==> src/rtl/dil_pkg.sv <==
package dil_pkg;
  typedef enum logic [1:0] {
    LN_INV   = 2'd0,
    LN_RO    = 2'd1,
    LN_RW    = 2'd2,
    LN_STALE = 2'd3
  } line_st_e;
endpackage

==> src/rtl/dil_line_slot.sv <==
module dil_line_slot
  import dil_pkg::*;
(
  input  logic clk,
  input  logic rst,
  input  logic inv_hit,
  input  logic fill_hit,
  input  logic fill_excl,
  input  logic close_req,
  input  logic evict_req,
  output logic is_ro,
  output logic is_rw,
  output logic is_stale,
  output logic kill
);
  line_st_e st_q, st_d;

  always_comb begin
    kill = (st_q == LN_STALE) && (close_req || evict_req) && !fill_hit;
    st_d = st_q;
    if (kill) begin
      st_d = LN_INV;
    end else if (inv_hit) begin
      st_d = (st_q == LN_RO || st_q == LN_STALE) ? LN_STALE : LN_INV;
    end else if (fill_hit) begin
      st_d = fill_excl ? LN_RW : LN_RO;
    end
  end

  always_ff @(posedge clk) begin
    if (rst) st_q <= LN_INV;
    else     st_q <= st_d;
  end

  assign is_ro    = (st_q == LN_RO);
  assign is_rw    = (st_q == LN_RW);
  assign is_stale = (st_q == LN_STALE);
endmodule

==> src/rtl/dil_event_gen.sv <==
module dil_event_gen #(
  parameter int NUM_LINES = 8,
  localparam int IDX_W = (NUM_LINES > 1) ? $clog2(NUM_LINES) : 1
) (
  input  logic                 mode_ext,
  input  logic                 sc_mode,
  input  logic                 miss_issue,
  input  logic                 own_serialized,
  input  logic                 inv_valid,
  input  logic [IDX_W-1:0]     inv_idx,
  input  logic [NUM_LINES-1:0] ro_vec,
  output logic                 close_req,
  output logic [NUM_LINES-1:0] evict_vec
);
  logic new_defer;

  always_comb begin
    close_req = mode_ext ? own_serialized : miss_issue;
    new_defer = inv_valid && ro_vec[inv_idx];
  end

  for (genvar g = 0; g < NUM_LINES; g++) begin : g_evict
    assign evict_vec[g] = sc_mode && new_defer && (inv_idx != IDX_W'(g));
  end
endmodule

==> src/rtl/dil_resp_stage.sv <==
module dil_resp_stage #(
  parameter int NUM_LINES = 8,
  localparam int IDX_W = (NUM_LINES > 1) ? $clog2(NUM_LINES) : 1
) (
  input  logic                 clk,
  input  logic                 rst,
  input  logic                 inv_valid,
  input  logic                 ld_valid,
  input  logic [IDX_W-1:0]     ld_idx,
  input  logic                 st_valid,
  input  logic [IDX_W-1:0]     st_idx,
  input  logic [NUM_LINES-1:0] ro_vec,
  input  logic [NUM_LINES-1:0] rw_vec,
  input  logic [NUM_LINES-1:0] stale_vec,
  input  logic [NUM_LINES-1:0] kill_vec,
  output logic                 inv_ack,
  output logic                 ld_hit,
  output logic                 ld_miss,
  output logic                 st_hit,
  output logic                 st_miss,
  output logic [NUM_LINES-1:0] kill_mask
);
  logic ld_ok, st_ok;

  always_comb begin
    ld_ok = ro_vec[ld_idx] || rw_vec[ld_idx] || stale_vec[ld_idx];
    st_ok = rw_vec[st_idx];
  end

  always_ff @(posedge clk) begin
    if (rst) begin
      inv_ack   <= 1'b0;
      ld_hit    <= 1'b0;
      ld_miss   <= 1'b0;
      st_hit    <= 1'b0;
      st_miss   <= 1'b0;
      kill_mask <= '0;
    end else begin
      inv_ack   <= inv_valid;
      ld_hit    <= ld_valid && ld_ok;
      ld_miss   <= ld_valid && !ld_ok;
      st_hit    <= st_valid && st_ok;
      st_miss   <= st_valid && !st_ok;
      kill_mask <= kill_vec;
    end
  end
endmodule

==> src/rtl/dil_window_ctrl.sv <==
module dil_window_ctrl #(
  parameter int NUM_LINES = 8,
  localparam int IDX_W = (NUM_LINES > 1) ? $clog2(NUM_LINES) : 1
) (
  input  logic                 clk,
  input  logic                 rst,
  input  logic                 mode_ext,
  input  logic                 sc_mode,
  input  logic                 inv_valid,
  input  logic [IDX_W-1:0]     inv_idx,
  input  logic                 ld_valid,
  input  logic [IDX_W-1:0]     ld_idx,
  input  logic                 st_valid,
  input  logic [IDX_W-1:0]     st_idx,
  input  logic                 miss_issue,
  input  logic                 own_serialized,
  input  logic                 fill_valid,
  input  logic [IDX_W-1:0]     fill_idx,
  input  logic                 fill_excl,
  output logic                 inv_ack,
  output logic                 ld_hit,
  output logic                 ld_miss,
  output logic                 st_hit,
  output logic                 st_miss,
  output logic [NUM_LINES-1:0] kill_mask
);
  logic [NUM_LINES-1:0] ro_vec, rw_vec, stale_vec, kill_vec, evict_vec;
  logic                 close_req;

  dil_event_gen #(.NUM_LINES(NUM_LINES)) evt_i (
    .mode_ext(mode_ext), .sc_mode(sc_mode), .miss_issue(miss_issue),
    .own_serialized(own_serialized), .inv_valid(inv_valid), .inv_idx(inv_idx),
    .ro_vec(ro_vec), .close_req(close_req), .evict_vec(evict_vec)
  );

  for (genvar g = 0; g < NUM_LINES; g++) begin : g_line
    dil_line_slot slot_i (
      .clk(clk), .rst(rst),
      .inv_hit(inv_valid && inv_idx == IDX_W'(g)),
      .fill_hit(fill_valid && fill_idx == IDX_W'(g)),
      .fill_excl(fill_excl),
      .close_req(close_req),
      .evict_req(evict_vec[g]),
      .is_ro(ro_vec[g]), .is_rw(rw_vec[g]), .is_stale(stale_vec[g]),
      .kill(kill_vec[g])
    );
  end

  dil_resp_stage #(.NUM_LINES(NUM_LINES)) resp_i (
    .clk(clk), .rst(rst), .inv_valid(inv_valid),
    .ld_valid(ld_valid), .ld_idx(ld_idx), .st_valid(st_valid), .st_idx(st_idx),
    .ro_vec(ro_vec), .rw_vec(rw_vec), .stale_vec(stale_vec), .kill_vec(kill_vec),
    .inv_ack(inv_ack), .ld_hit(ld_hit), .ld_miss(ld_miss),
    .st_hit(st_hit), .st_miss(st_miss), .kill_mask(kill_mask)
  );
endmodule

==> config.mk <==
export PLATFORM = sky130hd
export DESIGN_NAME = dil_window_ctrl
export DESIGN_NICKNAME = d
export VERILOG_FILES = /design/src/rtl/dil_pkg.sv /design/src/rtl/dil_line_slot.sv /design/src/rtl/dil_event_gen.sv /design/src/rtl/dil_resp_stage.sv /design/src/rtl/dil_window_ctrl.sv
export SDC_FILE = /design/constraint.sdc
export NUM_CORES = 1
export LEC_CHECK = 0
export BUFFER_PORTS_ARGS = -buffer_cell sky130_fd_sc_hd__buf_2
export CAP_MARGIN = 10
export CORE_MARGIN = 1.5
export CORE_UTILIZATION = 44
export CTS_BUF_LIST = sky130_fd_sc_hd__clkbuf_4 sky130_fd_sc_hd__clkbuf_8 sky130_fd_sc_hd__clkbuf_16
export CTS_CLUSTER_DIAMETER = 200
export CTS_CLUSTER_SIZE = 20
export DETAILED_ROUTE_END_ITERATION = 8
export PLACE_DENSITY = 0.76
export SKIP_LAST_GASP = 1
export SLEW_MARGIN = 20
export SYNTH_ARGS = -nofsm -noshare
export SYNTH_HDL_FRONTEND = slang
export SYNTH_SLANG_ARGS = --single-unit
==> constraint.sdc <==
create_clock -name clk -period 2 [get_ports clk]
set_input_delay 0.4 -clock clk [delete_from_list [all_inputs] [get_ports clk]]
set_output_delay 0.4 -clock clk [all_outputs]
set_load 0.01 [all_outputs]
Word level (Yosys, flattened, before mapping)
Cells that the tools add are included.
- bits in registers: 29
- bits of input ports: 23
- output and inout bits: 13
- logic and storage cells: 191
- $lt $le $gt $ge: 3
- equal/unequal tests: 45
- muxes and demuxes: 36
- reduce and logical (&&, ||, !) cells: 93
- operator list (kind ; number):
    2-bit 2-to-1 mux ; 25
    1-bit logical AND ; 46
    2-bit == test (second input constant) ; 16
    3-bit == test (second input constant) ; 8
    1-bit logical OR ; 18
    2-bit by 1-bit == test with 1-bit output (second input constant) ; 8
    2-bit nonzero test ; 8
    2-bit OR reduction ; 8
    1-bit binary-select mux with 3-bit select ; 5
    3-bit by 2-bit == test with 1-bit output (second input constant) ; 4
    3-bit by 4-bit less-than comparator with 1-bit output (second input constant) ; 3
    3-bit inequality test (second input constant) ; 4
    1-bit logical NOT ; 10
    3-bit by 1-bit == test with 1-bit output (second input constant) ; 2
    3-bit logical NOT ; 2
    1-bit 2-to-1 mux ; 6
    3-bit by 2-bit inequality test with 1-bit output (second input constant) ; 2
    3-bit by 1-bit inequality test with 1-bit output (second input constant) ; 1
    3-bit nonzero test ; 1

Depth between registers and ports, before layout
Gate-level depths: netlist (run 1).
- word-level depth: 10
- mapped depth: 7
- mapped depth without buffers: 4

Hierarchy
Synthesis (run 1) repeated with hierarchy kept, for this count alone.
- cell total of the unflattened synthesis: 191
- area total of the unflattened synthesis: 1905.6 µm²
- by module, submodules not included (module ; times used ; cells each ; area each (µm²)):
    dil_line_slot ; 8 ; 13 ; 122.6
    dil_resp_stage ; 1 ; 45 ; 518.0
    dil_event_gen ; 1 ; 26 ; 214.0
    dil_window_ctrl ; 1 ; 16 ; 192.7

Worst setup path after synthesis (run 1)
OpenSTA, ideal clock, no wires.
- kind: input port to flip-flop
- from: input inv_idx[1]
- to: register resp_i.kill_mask[0]
- data arrival time: 1.799 ns
- required time: 1.909 ns
- setup slack: 0.110 ns
- cell stages on the path: 7
- buffers on the path: 3
- cells stage by stage: buf_2 > and2_4 > buf_6 > a221o_1 > buf_6 > or3_1 > a311oi_1
- word-level cells in the longest chain between the ends: 8
- ends and longest elaborated chain (element ; line ; RTL):
    from (decl) ; dil_window_ctrl.sv:10 ; input logic [IDX_W-1:0] inv_idx,
    1-bit binary-select mux with 3-bit select ; dil_event_gen.sv:19 ; new_defer = inv_valid && ro_vec[inv_idx];
    1-bit 2-to-1 mux (implied by the code) ; dil_event_gen.sv:19 ;
    1-bit logical AND ; dil_event_gen.sv:19 ;
    1-bit logical AND ; dil_event_gen.sv:23 ; assign evict_vec[g] = sc_mode && new_defer && (inv_idx != IDX_W'(g));
    1-bit logical AND * ; dil_event_gen.sv:23 ;
    1-bit logical OR * ; dil_line_slot.sv:19 ; kill = (st_q == LN_STALE) && (close_req || evict_req) && !fill_hit;
    1-bit logical AND * (2 in series) ; dil_line_slot.sv:19 ;
    to (signal assigned) ; dil_resp_stage.sv:44 ; kill_mask <= kill_vec;
    to (decl) ; dil_resp_stage.sv:21 ; output logic [NUM_LINES-1:0] kill_mask
Every way passes the cells marked *; elsewhere a longest branch is shown, timed or not. The select of a mux whose other input is x is not followed.
A chain may end at the register's enable or synchronous reset.

Final worst setup path (run 1)
- from: register g_line[7].slot_i.st_q[1]
- to: register resp_i.kill_mask[5]
- word-level cells in the longest chain between the ends: 9
- ends and longest elaborated chain (element ; line ; RTL):
    from (decl) ; dil_line_slot.sv:16 ; line_st_e st_q, st_d;
    from (signal assigned) ; dil_line_slot.sv:32 ; else st_q <= st_d;
    2-bit by 1-bit == test with 1-bit output ; dil_line_slot.sv:35 ; assign is_ro = (st_q == LN_RO);
    1-bit binary-select mux with 3-bit select ; dil_event_gen.sv:19 ;
    1-bit 2-to-1 mux (implied by the code) ; dil_event_gen.sv:19 ;
    1-bit logical AND ; dil_event_gen.sv:19 ;
    1-bit logical AND (2 in series) ; dil_event_gen.sv:23 ;
    1-bit logical OR ; dil_line_slot.sv:19 ;
    1-bit logical AND (2 in series) ; dil_line_slot.sv:19 ;
Every way passes these cells. The select of a mux whose other input is x is not followed.

==> results of run 1 <==
## layout by cell type, fill, tap and decap left out, drive strengths merged
| cell type | instances |
|---|---|
| nand4b | 3 |
| and3b | 2 |
| a221o | 2 |
| nand3 | 14 |
| o21ai | 2 |
| or4b | 1 |
| nor2 | 3 |
| a311oi | 10 |
| nor2b | 5 |
| and2 | 1 |
| nand4 | 1 |
| nand2 | 6 |
| mux2 | 6 |
| nand2b | 4 |
| a221oi | 1 |
| a21oi | 6 |
| inv | 6 |
| a31o | 8 |
| clkinv | 2 |
| a211oi | 16 |
| a311o | 1 |
| nand4bb | 3 |
| mux2i | 19 |
| buf | 49 |
| and4 | 1 |
| or3 | 7 |
| nor3b | 8 |
| nor3 | 4 |
| nand3b | 1 |
| a31oi | 10 |
| nor4b | 7 |
| dfxtp | 29 |
| mux4 | 2 |
| clkbuf | 7 |
| or2 | 1 |
## metrics by stage
step	cell area, sq um	utilization	hold slack (ns)	worst slack (ns)	instances
finish	2250	0.554	0.364	0.199	298
global route	2250	0.554	0.349	0.0783	298
CTS	2250	0.554	0.358	0.220	298
detailed placement	2150	0.529	0.526	0.0382	290
global placement	2150	0.529	0.524	0.0289	290
floorplan	1880	-	0.460	0.110	204
## worst max-delay path by stage
stage,cells past startpoint,end
floorplan,7,resp_i.kill_mask[0]
global placement,5,resp_i.kill_mask[5]
detailed placement,5,resp_i.kill_mask[5]
CTS,5,resp_i.kill_mask[5]
global route,5,g_line[0].slot_i.st_q[1]
finish,4,resp_i.kill_mask[5]
## worst reg2reg max path, cell delays in order (launching register included)
cell and delay, ns:
sky130_fd_sc_hd__dfxtp_1 0.36, sky130_fd_sc_hd__nand2b_1 0.19, sky130_fd_sc_hd__a221o_1 0.46, sky130_fd_sc_hd__or3_1 0.39, sky130_fd_sc_hd__a311oi_1 0.30
## synth_stat cells, types with 3 or more instances
cell,n,area (sq um)
sky130_fd_sc_hd__nor2_1,3,11.3
sky130_fd_sc_hd__nand4b_1,3,26.3
sky130_fd_sc_hd__a31o_2,8,70.1
sky130_fd_sc_hd__inv_1,6,22.5
sky130_fd_sc_hd__nand4bb_1,3,33.8
sky130_fd_sc_hd__a21oi_1,6,30.0
sky130_fd_sc_hd__nor3_1,4,20.0
sky130_fd_sc_hd__a31oi_1,10,62.6
sky130_fd_sc_hd__mux2i_1,19,190
sky130_fd_sc_hd__nor4b_1,7,61.3
sky130_fd_sc_hd__a311oi_1,9,78.8
sky130_fd_sc_hd__nand2_1,6,22.5
sky130_fd_sc_hd__a211oi_1,16,120
sky130_fd_sc_hd__or3_1,7,43.8
sky130_fd_sc_hd__mux2_2,6,67.6
sky130_fd_sc_hd__buf_6,3,33.8
sky130_fd_sc_hd__nand3_1,14,70.1
sky130_fd_sc_hd__clkbuf_1,7,26.3
sky130_fd_sc_hd__nor3b_1,8,60.1
sky130_fd_sc_hd__nand2b_1,4,25.0
sky130_fd_sc_hd__nor2b_1,5,31.3
sky130_fd_sc_hd__dfxtp_1,29,581
## flip-flops by register name, summed over array words and instances (netlist names)
signal              cells
g_line.slot_i.st_q     16
resp_i.kill_mask        8
resp_i.inv_ack          1
resp_i.ld_hit           1
resp_i.ld_miss          1
resp_i.st_hit           1
resp_i.st_miss          1
## power breakdown
part	total (W)	internal [W]	switching (W)
logic	0.000239	0.000107	0.000132
clock network	0.000534	0.000310	0.000224
registers	0.000614	0.000595	0.0000186
## kinds of logic after synthesis
group / share of synthesized area
muxes: 0.161
DFF: 0.309
and+or+nand+nor: 0.250
buffers and inverters: 0.0533
AOI/OAI and AO/OA: 0.226
## layout make-up
| cell class | count | area [sq um] | share of cell area |
|---|---|---|---|
| clock buffers | 7 | 96.3 | 0.0428 |
| clock inverters | 1 | 5.00 | 0.00222 |
| inverters | 7 | 26.3 | 0.0117 |
| multi-input cells | 155 | 1200 | 0.533 |
| flip-flops and latches | 29 | 581 | 0.258 |
| well taps | 50 | 62.6 | 0.0278 |
| repair buffers | 49 | 280 | 0.125 |
## routing by layer
layer  global-route usage  vias to the layer above  routed length [um]
li1                     -                      899                   -
met1                0.324                      867                2250
met2                0.353                       91                2170
met3               0.0641                       16                 410
met4                0.118                        0                 145
met5                    0                        -                   0
==> impl_metrics.tcl, run 1 <==
set metrics [dict create \
    cts_inserted_buffers 5 \
    status "completed" \
    ctsHoldBuffers 0 \
    min_period_over_period 0.901 \
    postCtsSetupBuffers 0 \
    placementRows 23 \
    critPathSlowestCell "sky130_fd_sc_hd__a221o_1" \
    max_stage_delay_ns 0.46 \
    crit_fanout 7 \
    antenna_cells_inserted 0 \
    fin_tns_setup_ns 0 \
    design.die.area_sq_um 4670 \
    design.portCount 36 \
    place_congestion 0.930 \
    worst_setup_hold_path_clk_slew_ns 0.06 \
    flow.area_growth_from_synthesis_pct 19.7 \
    count_of_flip_flops_with_a_built_in_enable_after_synthesis 0 \
    postSynthRegisterBits 29 \
    hold_end "resp_i.ld_hit" \
    rsz0062_at_grt "false" \
    grt_antenna_before_repair 0 \
    critical_path.cell_chain "nand2b_1 > a221o_1 > or3_1 > a311oi_1" \
    total_power_w 0.00139 \
    routed_wl_mm 4.98 \
    clock_tree_from_tritoncts "yes" \
    cts.sink_count 29 \
    powerDensity_nw_per_um2 617 \
    postSynth.topFlopCell "sky130_fd_sc_hd__dfxtp_1" \
    synth-async-reset-ratio 0 \
    root_buffer "sky130_fd_sc_hd__clkbuf_8" \
    worst-r2r-setup-slack_ns 0.20 \
    leakagePower_nw 0.862 \
    drc 0 \
    vdd_drop_max_uv 342 \
    cts_max_level 2 \
    fp.dieH_um 68.4 \
    synth.cell_area_sq_um 1880 \
    timing.fmax_mhz 555 \
    worst_r2r_path_depth 4 \
    critPathArrivalTime_ns 1.99 \
    reg2reg_from "g_line[7].slot_i.st_q[1]" \
    ys_warn_count 0 \
    detailroute.via_count 1873 \
    required_time_of_the_worst_setup_path_ns 2.19 \
    synthesis.area_per_instance_sq_um 9.21 \
    hold_start "ld_valid" \
    synth_nets 227 \
    max-clock-path-buffers 2 \
    worst_slew_margin_rel 0.609 \
    port-buffer-count 35 \
    grt_remaining_overflow 0 \
    drtAntennaViolNets 0 \
    worst_setup_path_startpoint "g_line[7].slot_i.st_q[1]" \
    nets 270 \
    post-dp-hpwl_mm 3.84 \
    chipWidth_um 68.4 \
    grt_use_total 0.241 \
    core_footprint_sq_um 4060 \
    grt_pass1_wl_mm 8.09 \
    timing_max_transition_violations_final 0 \
    critPathBufInv 0 \
    cts.repair.resized 0 \
    vias_per_inst 6.29 \
    setup.worst_path.end_class "flip-flop" \
    min_path_type "input port to flip-flop" \
    floorplan.initialDensity 0.463 \
    synthDistinctLibCells 38 \
    finalHoldViolCount 0 \
    detailedRoute.firstIterationViolations 175 \
    drt_pre_antenna_iters 4 \
    final.fill_count 370 \
    worstMarginPinSlew_ns 0.584 \
    minimum_clock_period_after_layout_ns 1.80 \
    crit_type "flip-flop to flip-flop" \
    timing.clock.skew_ns 0.00539 \
    cp_top_family "compound AO/OA/AOI/OAI gates" \
    holdPathStages 2 \
    reg2reg_to "resp_i.kill_mask[5]" \
    first_global_vias 1693 \
    timing.max_cap.violations 0 \
    wire_per_inst_um 16.7 \
    setup_violations 0 \
    maximum_number_of_pins_on_one_net_before_global_route_repair 23 \
    worst_skew_pair.late_latency_ns 0.29 \
    fraction_of_final_layout_cells_sized_beyond_drive_strength_1 0.306 \
    crit_path_start_kind "flip-flop" \
    synth_seq_area_share 0.309 \
    synthesis.instances 204 \
]
Power figures use the tool's default switching activity.
==> run 2, diff against run 1 <==
--- a/config.mk
+++ b/config.mk
@@ -8,12 +8,12 @@
 export BUFFER_PORTS_ARGS = -buffer_cell sky130_fd_sc_hd__buf_2
 export CAP_MARGIN = 10
 export CORE_MARGIN = 1.5
-export CORE_UTILIZATION = 44
+export CORE_UTILIZATION = 28
 export CTS_BUF_LIST = sky130_fd_sc_hd__clkbuf_4 sky130_fd_sc_hd__clkbuf_8 sky130_fd_sc_hd__clkbuf_16
 export CTS_CLUSTER_DIAMETER = 200
 export CTS_CLUSTER_SIZE = 20
 export DETAILED_ROUTE_END_ITERATION = 8
-export PLACE_DENSITY = 0.76
+export PLACE_DENSITY = 0.56
 export SKIP_LAST_GASP = 1
 export SLEW_MARGIN = 20
 export SYNTH_ARGS = -nofsm -noshare
==> run 2 against run 1 <==
Effect of this change: the run now ends with DRC left; first-iteration DRC count up 6.3%; sequential share of layout area down 1.2 points; global-route usage down 8.1 points; clock-buffer cell count down 1; final cell count up 13%; design area up 4.8%; via count up 0.85%; combinational power up 11%; maximum frequency up 2.8%; routed wire length up 11%; hold slack better by 0.0038 ns; critical path type unchanged; critical endpoint is now g_line[5].slot_i.st_q[0]; largest power group unchanged; highest routed layer unchanged.
==> impl_metrics.tcl, run 2 (synthesized netlist as in run 1, its figures left out) <==
set metrics [dict create \
    crit_path_start_kind "flip-flop" \
    grt_pass1_wl_mm 9.00 \
    hold_start "st_valid" \
    setup.worst_path.end_class "flip-flop" \
    final.fill_count 651 \
    max_stage_delay_ns 0.52 \
    netSwitchingFraction 0.281 \
    first_global_vias 1787 \
    hold_end "resp_i.st_miss" \
    routed_wl_mm 5.53 \
    most-common-layout-cells "sky130_fd_sc_hd__buf_2, sky130_fd_sc_hd__dfxtp_1, sky130_fd_sc_hd__buf_4, sky130_fd_sc_hd__mux2i_1, sky130_fd_sc_hd__a211oi_1" \
    port-buffer-count 35 \
    vias_per_inst 5.61 \
    nets 282 \
    min_period_over_period 0.876 \
    worst-r2r-setup-slack_ns 0.25 \
    dp_worst_setup_slack_ns 0.0668 \
    fin_tns_setup_ns 0 \
    holdPathStages 2 \
    grt_remaining_overflow 0 \
    design.portCount 36 \
    grt_antenna_before_repair 0 \
    crit_fanout 7 \
    detailedRoute.firstIterationViolations 186 \
    ctsHoldBuffers 0 \
    max-clock-path-buffers 2 \
    timing.max_cap.violations 0 \
    drc 4 \
    postCtsSetupBuffers 0 \
    drtAntennaViolNets 0 \
    maximum_number_of_pins_on_one_net_before_global_route_repair 23 \
    worst_r2r_path_depth 4 \
    multi_input_area_sq_um 1200 \
    sequentialPowerShare 0.452 \
    worstMarginPinSlew_ns 0.508 \
    critPathArrivalTime_ns 1.89 \
    largest_register "g_line.slot_i.st_q" \
    cts.sink_count 29 \
    setup_violations 0 \
    grt_use_total 0.160 \
    required_time_of_the_worst_setup_path_ns 2.14 \
    worst_slew_margin_rel 0.657 \
    powerDensity_nw_per_um2 572 \
    critPathSlowestCell "sky130_fd_sc_hd__nor4b_1" \
    place_congestion 0.891 \
    pwr-share-clk 0.351 \
    reg2reg_from "g_line[7].slot_i.st_q[1]" \
    cts_inserted_buffers 5 \
    timing.clock.skew_ns 0.00154 \
    reg2reg_to "g_line[5].slot_i.st_q[0]" \
    leading_registers_by_flop_count "g_line.slot_i.st_q x16, resp_i.kill_mask x8" \
    finalHoldViolCount 0 \
    p_comb_frac 0.197 \
    post-dp-hpwl_mm 4.27 \
    ff_latch_area_sq_um 581 \
    cts_max_level 2 \
    mostFrequentLayoutCell "sky130_fd_sc_hd__buf_2" \
    flow.area_growth_from_synthesis_pct 25.5 \
    detailroute.via_count 1889 \
    core_footprint_sq_um 6420 \
    fraction_of_final_layout_cells_sized_beyond_drive_strength_1 0.338 \
    leakagePower_nw 0.918 \
    clock_tree_from_tritoncts "yes" \
    max_reg_flops 16 \
    worst_setup_hold_path_clk_slew_ns 0.06 \
    drt_pre_antenna_iters 7 \
    critical_path.cell_chain "nand2b_1 > a221o_1 > nor4b_1 > a211oi_1" \
    min_path_type "input port to flip-flop" \
    cell_internal_pwr_w 0.000970 \
    timing.fmax_mhz 571 \
    chipWidth_um 84.9 \
    vdd_drop_max_uv 245 \
    worst_skew_pair.late_latency_ns 0.28 \
    floorplan.initialDensity 0.293 \
    fp.dieH_um 84.9 \
    placementRows 29 \
    status "complete, but fails checks" \
    p_switching_w 0.000379 \
    root_buffer "sky130_fd_sc_hd__clkbuf_8" \
    cts.repair.resized 0 \
    minimum_clock_period_after_layout_ns 1.75 \
    failed_checks "DRC" \
    timing_max_transition_violations_final 0 \
    rsz0062_at_grt "false" \
    design.die.area_sq_um 7210 \
    final_critical_path_setup_slack_ns 0.249 \
    antenna_cells_inserted 0 \
    crit_type "flip-flop to flip-flop" \
    wire_per_inst_um 16.4 \
]
-- run 2: changes by cell type in the layout (fill, tap and decap cells not counted) --
| cell | delta |
|---|---|
| sky130_fd_sc_hd__buf_4 | +12 |
| sky130_fd_sc_hd__clkbuf_4 | +1 |
| sky130_fd_sc_hd__clkbuf_8 | -2 |
| sky130_fd_sc_hd__clkinv_2 | +1 |
-- run 2: final cells by class --
| class | instances | area share |
|---|---|---|
| clock buffers | 6 | 0.0324 |
| well taps | 77 | 0.0408 |
| repair buffers | 61 | 0.157 |
| flip-flops and latches | 29 | 0.246 |
| inverters | 7 | 0.0111 |
| multi-input cells | 155 | 0.508 |
| clock inverters | 2 | 0.00424 |
-- run 2: critical path: cells and delay by family, from the launching register on --
kind,cells,cell delay (ns)
AND/OR/NAND/NOR,2,0.70
AO/OA/AOI/OAI,2,0.55
flip-flops,1,0.36
-- run 2: worst max path at each step --
stage / from / end / cells past startpoint
3_3_place_gp: fill_idx[1] / g_line[0].slot_i.st_q[0] / 5
5_1_grt: g_line[7].slot_i.st_q[1] / g_line[5].slot_i.st_q[0] / 4
6_report: g_line[7].slot_i.st_q[1] / g_line[5].slot_i.st_q[0] / 4
2_1_floorplan: inv_idx[1] / resp_i.kill_mask[0] / 7
4_1_cts: g_line[7].slot_i.st_q[1] / resp_i.kill_mask[5] / 4
3_5_place_dp: fill_idx[1] / g_line[0].slot_i.st_q[0] / 5
-- run 2: power by group through the flow --
stage               registers, W  clock network [W]  logic, W
floorplan               0.000625                  0  0.000147
global route            0.000611           0.000518  0.000289
CTS                     0.000609           0.000479  0.000264
finish                  0.000609           0.000474  0.000266
detailed placement      0.000622                  0  0.000263
global placement        0.000621                  0  0.000259
-- run 2: through the flow --
step	instances	utilization	area, sq um	hold WS (ns)	total power (W)
floorplan	204	-	1880	0.460	0.000773
global placement	329	0.354	2270	0.529	0.000880
detailed placement	329	0.354	2270	0.523	0.000884
CTS	337	0.367	2360	0.366	0.00135
global route	337	0.367	2360	0.371	0.00142
finish	337	0.367	2360	0.367	0.00135
-- run 2: layer usage --
layer | routed length [um] | track usage | vias to the layer above
met5 | 0 | 0 | -
met4 | 64 | 0.0507 | 0
met3 | 365 | 0.0331 | 6
met2 | 2390 | 0.250 | 70
met1 | 2710 | 0.221 | 886
li1 | - | - | 927
==> run 3, diff against run 2 <==
--- a/config.mk
+++ b/config.mk
@@ -9,7 +9,7 @@
 export CAP_MARGIN = 10
 export CORE_MARGIN = 1.5
 export CORE_UTILIZATION = 28
-export CTS_BUF_LIST = sky130_fd_sc_hd__clkbuf_4 sky130_fd_sc_hd__clkbuf_8 sky130_fd_sc_hd__clkbuf_16
+export CTS_BUF_LIST = sky130_fd_sc_hd__clkbuf_4
 export CTS_CLUSTER_DIAMETER = 200
 export CTS_CLUSTER_SIZE = 20
 export DETAILED_ROUTE_END_ITERATION = 8
==> run 3 against run 2 <==
Effect of this change: the run still ends with DRC left; clock-buffer cell count is the same; sequential cell count unchanged; via count grew 1.7%; maximum frequency increased by 0.34%; hold slack got worse by 0.050 ns; combinational power about the same; core utilization fell by 0.49 points; sequential share of layout area increased by 0.33 points; clock power shrank 26%; final cell count unchanged; critical path depth stayed put; power shrank 9.2%; largest power group unchanged; highest routed layer unchanged.
==> impl_metrics.tcl, run 3 (synthesized netlist as in run 1, its figures left out) <==
set metrics [dict create \
    clock_tree_from_tritoncts "yes" \
    ff_latch_area_sq_um 581 \
    vias_per_inst 5.70 \
    wire_per_inst_um 16.5 \
    drtAntennaViolNets 0 \
    detailedRoute.firstIterationViolations 194 \
    crit_fanout 7 \
    powerDensity_nw_per_um2 526 \
    finish.instance_area_sq_um 2330 \
    reg2reg_to "g_line[5].slot_i.st_q[0]" \
    most-common-layout-cells "sky130_fd_sc_hd__buf_2, sky130_fd_sc_hd__dfxtp_1, sky130_fd_sc_hd__buf_4, sky130_fd_sc_hd__mux2i_1, sky130_fd_sc_hd__a211oi_1" \
    postCtsSetupBuffers 0 \
    routed_wl_mm 5.56 \
    worstMarginPinSlew_ns 0.489 \
    drt_pre_antenna_iters 6 \
    holdPathStages 2 \
    fp.dieH_um 84.9 \
    grt_use_met1 0.221 \
    timing_max_transition_violations_final 0 \
    layout.cells.non_filler 337 \
    total_power_w 0.00122 \
    finalHoldViolCount 0 \
    grt_busiest_layer "met2" \
    worst_slew_margin_rel 0.670 \
    largest_register "g_line.slot_i.st_q" \
    failed_checks "DRC" \
    final_core_utilization 0.362 \
    fin_tns_setup_ns 0 \
    first_global_vias 1784 \
    chipWidth_um 84.9 \
    mostFrequentLayoutCell "sky130_fd_sc_hd__buf_2" \
    nets 282 \
    placementRows 29 \
    grt_pass1_wl_mm 8.99 \
    min_path_type "input port to flip-flop" \
    core_footprint_sq_um 6420 \
    timing.clock.skew_ns 0.00358 \
    setup.worst_path.end_class "flip-flop" \
    leading_registers_by_flop_count "g_line.slot_i.st_q x16, resp_i.kill_mask x8" \
    critPathSlowestCell "sky130_fd_sc_hd__nor4b_1" \
    cts_inserted_buffers 5 \
    minimum_clock_period_after_layout_ns 1.75 \
    worst_skew_pair.late_latency_ns 0.32 \
    max_stage_delay_ns 0.50 \
    final.fill_count 655 \
    leakagePower_nw 0.905 \
    reg2reg_from "g_line[7].slot_i.st_q[1]" \
    hold_end "resp_i.st_miss" \
    ctsHoldBuffers 0 \
    critPathBufInv 0 \
    antenna_cells_inserted 0 \
    cp_num_cells 4 \
    required_time_of_the_worst_setup_path_ns 2.19 \
    critical_path.cell_chain "nand2b_1 > a221o_1 > nor4b_1 > a211oi_1" \
    design.die.area_sq_um 7210 \
    routing_usage_on_met2 0.249 \
    grt_use_total 0.160 \
    place_congestion 0.891 \
    max_reg_flops 16 \
    crit_path_start_kind "flip-flop" \
    cts.sink_count 29 \
    status "complete, but fails checks" \
    worst_setup_hold_path_clk_slew_ns 0.09 \
    drc 8 \
    detailroute.via_count 1922 \
    grt_remaining_overflow 0 \
    floorplan.initialDensity 0.293 \
    post-dp-hpwl_mm 4.27 \
    worst-r2r-setup-slack_ns 0.25 \
    maximum_number_of_pins_on_one_net_before_global_route_repair 23 \
    cts_max_level 2 \
    hold_start "st_valid" \
    setup_violations 0 \
    rsz0062_at_grt "false" \
    placed_cell_area_sq_um 2270 \
    timing.max_cap.violations 0 \
    min_period_over_period 0.873 \
    cts.repair.resized 0 \
    globalRouteMet3Util 0.0360 \
    cp_top_family "simple AND/OR/NAND/NOR gates" \
    max-clock-path-buffers 2 \
    root_buffer "sky130_fd_sc_hd__clkbuf_4" \
    fraction_of_final_layout_cells_sized_beyond_drive_strength_1 0.338 \
    timing.fmax_mhz 573 \
    critPathArrivalTime_ns 1.94 \
    multi_input_area_sq_um 1200 \
    vdd_drop_max_uv 198 \
    design.portCount 36 \
    port-buffer-count 35 \
    worst_r2r_path_depth 4 \
    crit_type "flip-flop to flip-flop" \
    grt_antenna_before_repair 0 \
    flow.area_growth_from_synthesis_pct 23.8 \
    dpl.cell_count 329 \
]
run 3: changes by cell type in the layout (fill, tap and decap cells not counted):
| cell | delta |
|---|---|
| sky130_fd_sc_hd__clkbuf_4 | +5 |
| sky130_fd_sc_hd__clkbuf_8 | -5 |
run 3: per-layer routing:
layer / vias to the layer above / share of wire
met2: 65 / 0.43
met5: - / 0
met4: 0 / 0.017
met1: 916 / 0.49
met3: 10 / 0.057
li1: 931 / -
run 3: how the worst max path moves through the flow:
stage,startpoint,endpoint,slack (ns)
floorplan,inv_idx[1],resp_i.kill_mask[0],0.11
global placement,fill_idx[1],g_line[0].slot_i.st_q[0],0.06
detailed placement,fill_idx[1],g_line[0].slot_i.st_q[0],0.07
CTS,g_line[7].slot_i.st_q[1],resp_i.kill_mask[5],0.29
global route,g_line[7].slot_i.st_q[1],g_line[5].slot_i.st_q[0],0.13
finish,g_line[7].slot_i.st_q[1],g_line[5].slot_i.st_q[0],0.25
run 3: layout make-up:
| class | count | share of cell area |
|---|---|---|
| clock inverter | 2 | 0.00430 |
| timing repair buffer | 61 | 0.159 |
| clock buffer | 6 | 0.0194 |
| inverter | 7 | 0.0113 |
| multi-input combinational | 155 | 0.515 |
| tap | 77 | 0.0414 |
| sequential | 29 | 0.249 |
run 3: worst register-to-register path: stages (launching register included):
cell                       delay (ns)
sky130_fd_sc_hd__dfxtp_1         0.37
sky130_fd_sc_hd__nand2b_1        0.18
sky130_fd_sc_hd__a221o_1         0.46
sky130_fd_sc_hd__nor4b_1         0.50
sky130_fd_sc_hd__a211oi_1        0.10
run 3: stage by stage:
step                      setup slack (ns)  hold slack [ns]
final                                0.255            0.317
after global routing                 0.126            0.307
after CTS                            0.288            0.312
after detailed placement            0.0668            0.523
after global placement              0.0616            0.529
after floorplan                      0.110            0.460
run 3: report_power, final:
| part | switching, W | total, W | internal [W] |
|---|---|---|---|
| Clock | 0.000202 | 0.000349 | 0.000147 |
| Sequential | 0.0000142 | 0.000609 | 0.000594 |
| Combinational | 0.000145 | 0.000266 | 0.000121 |
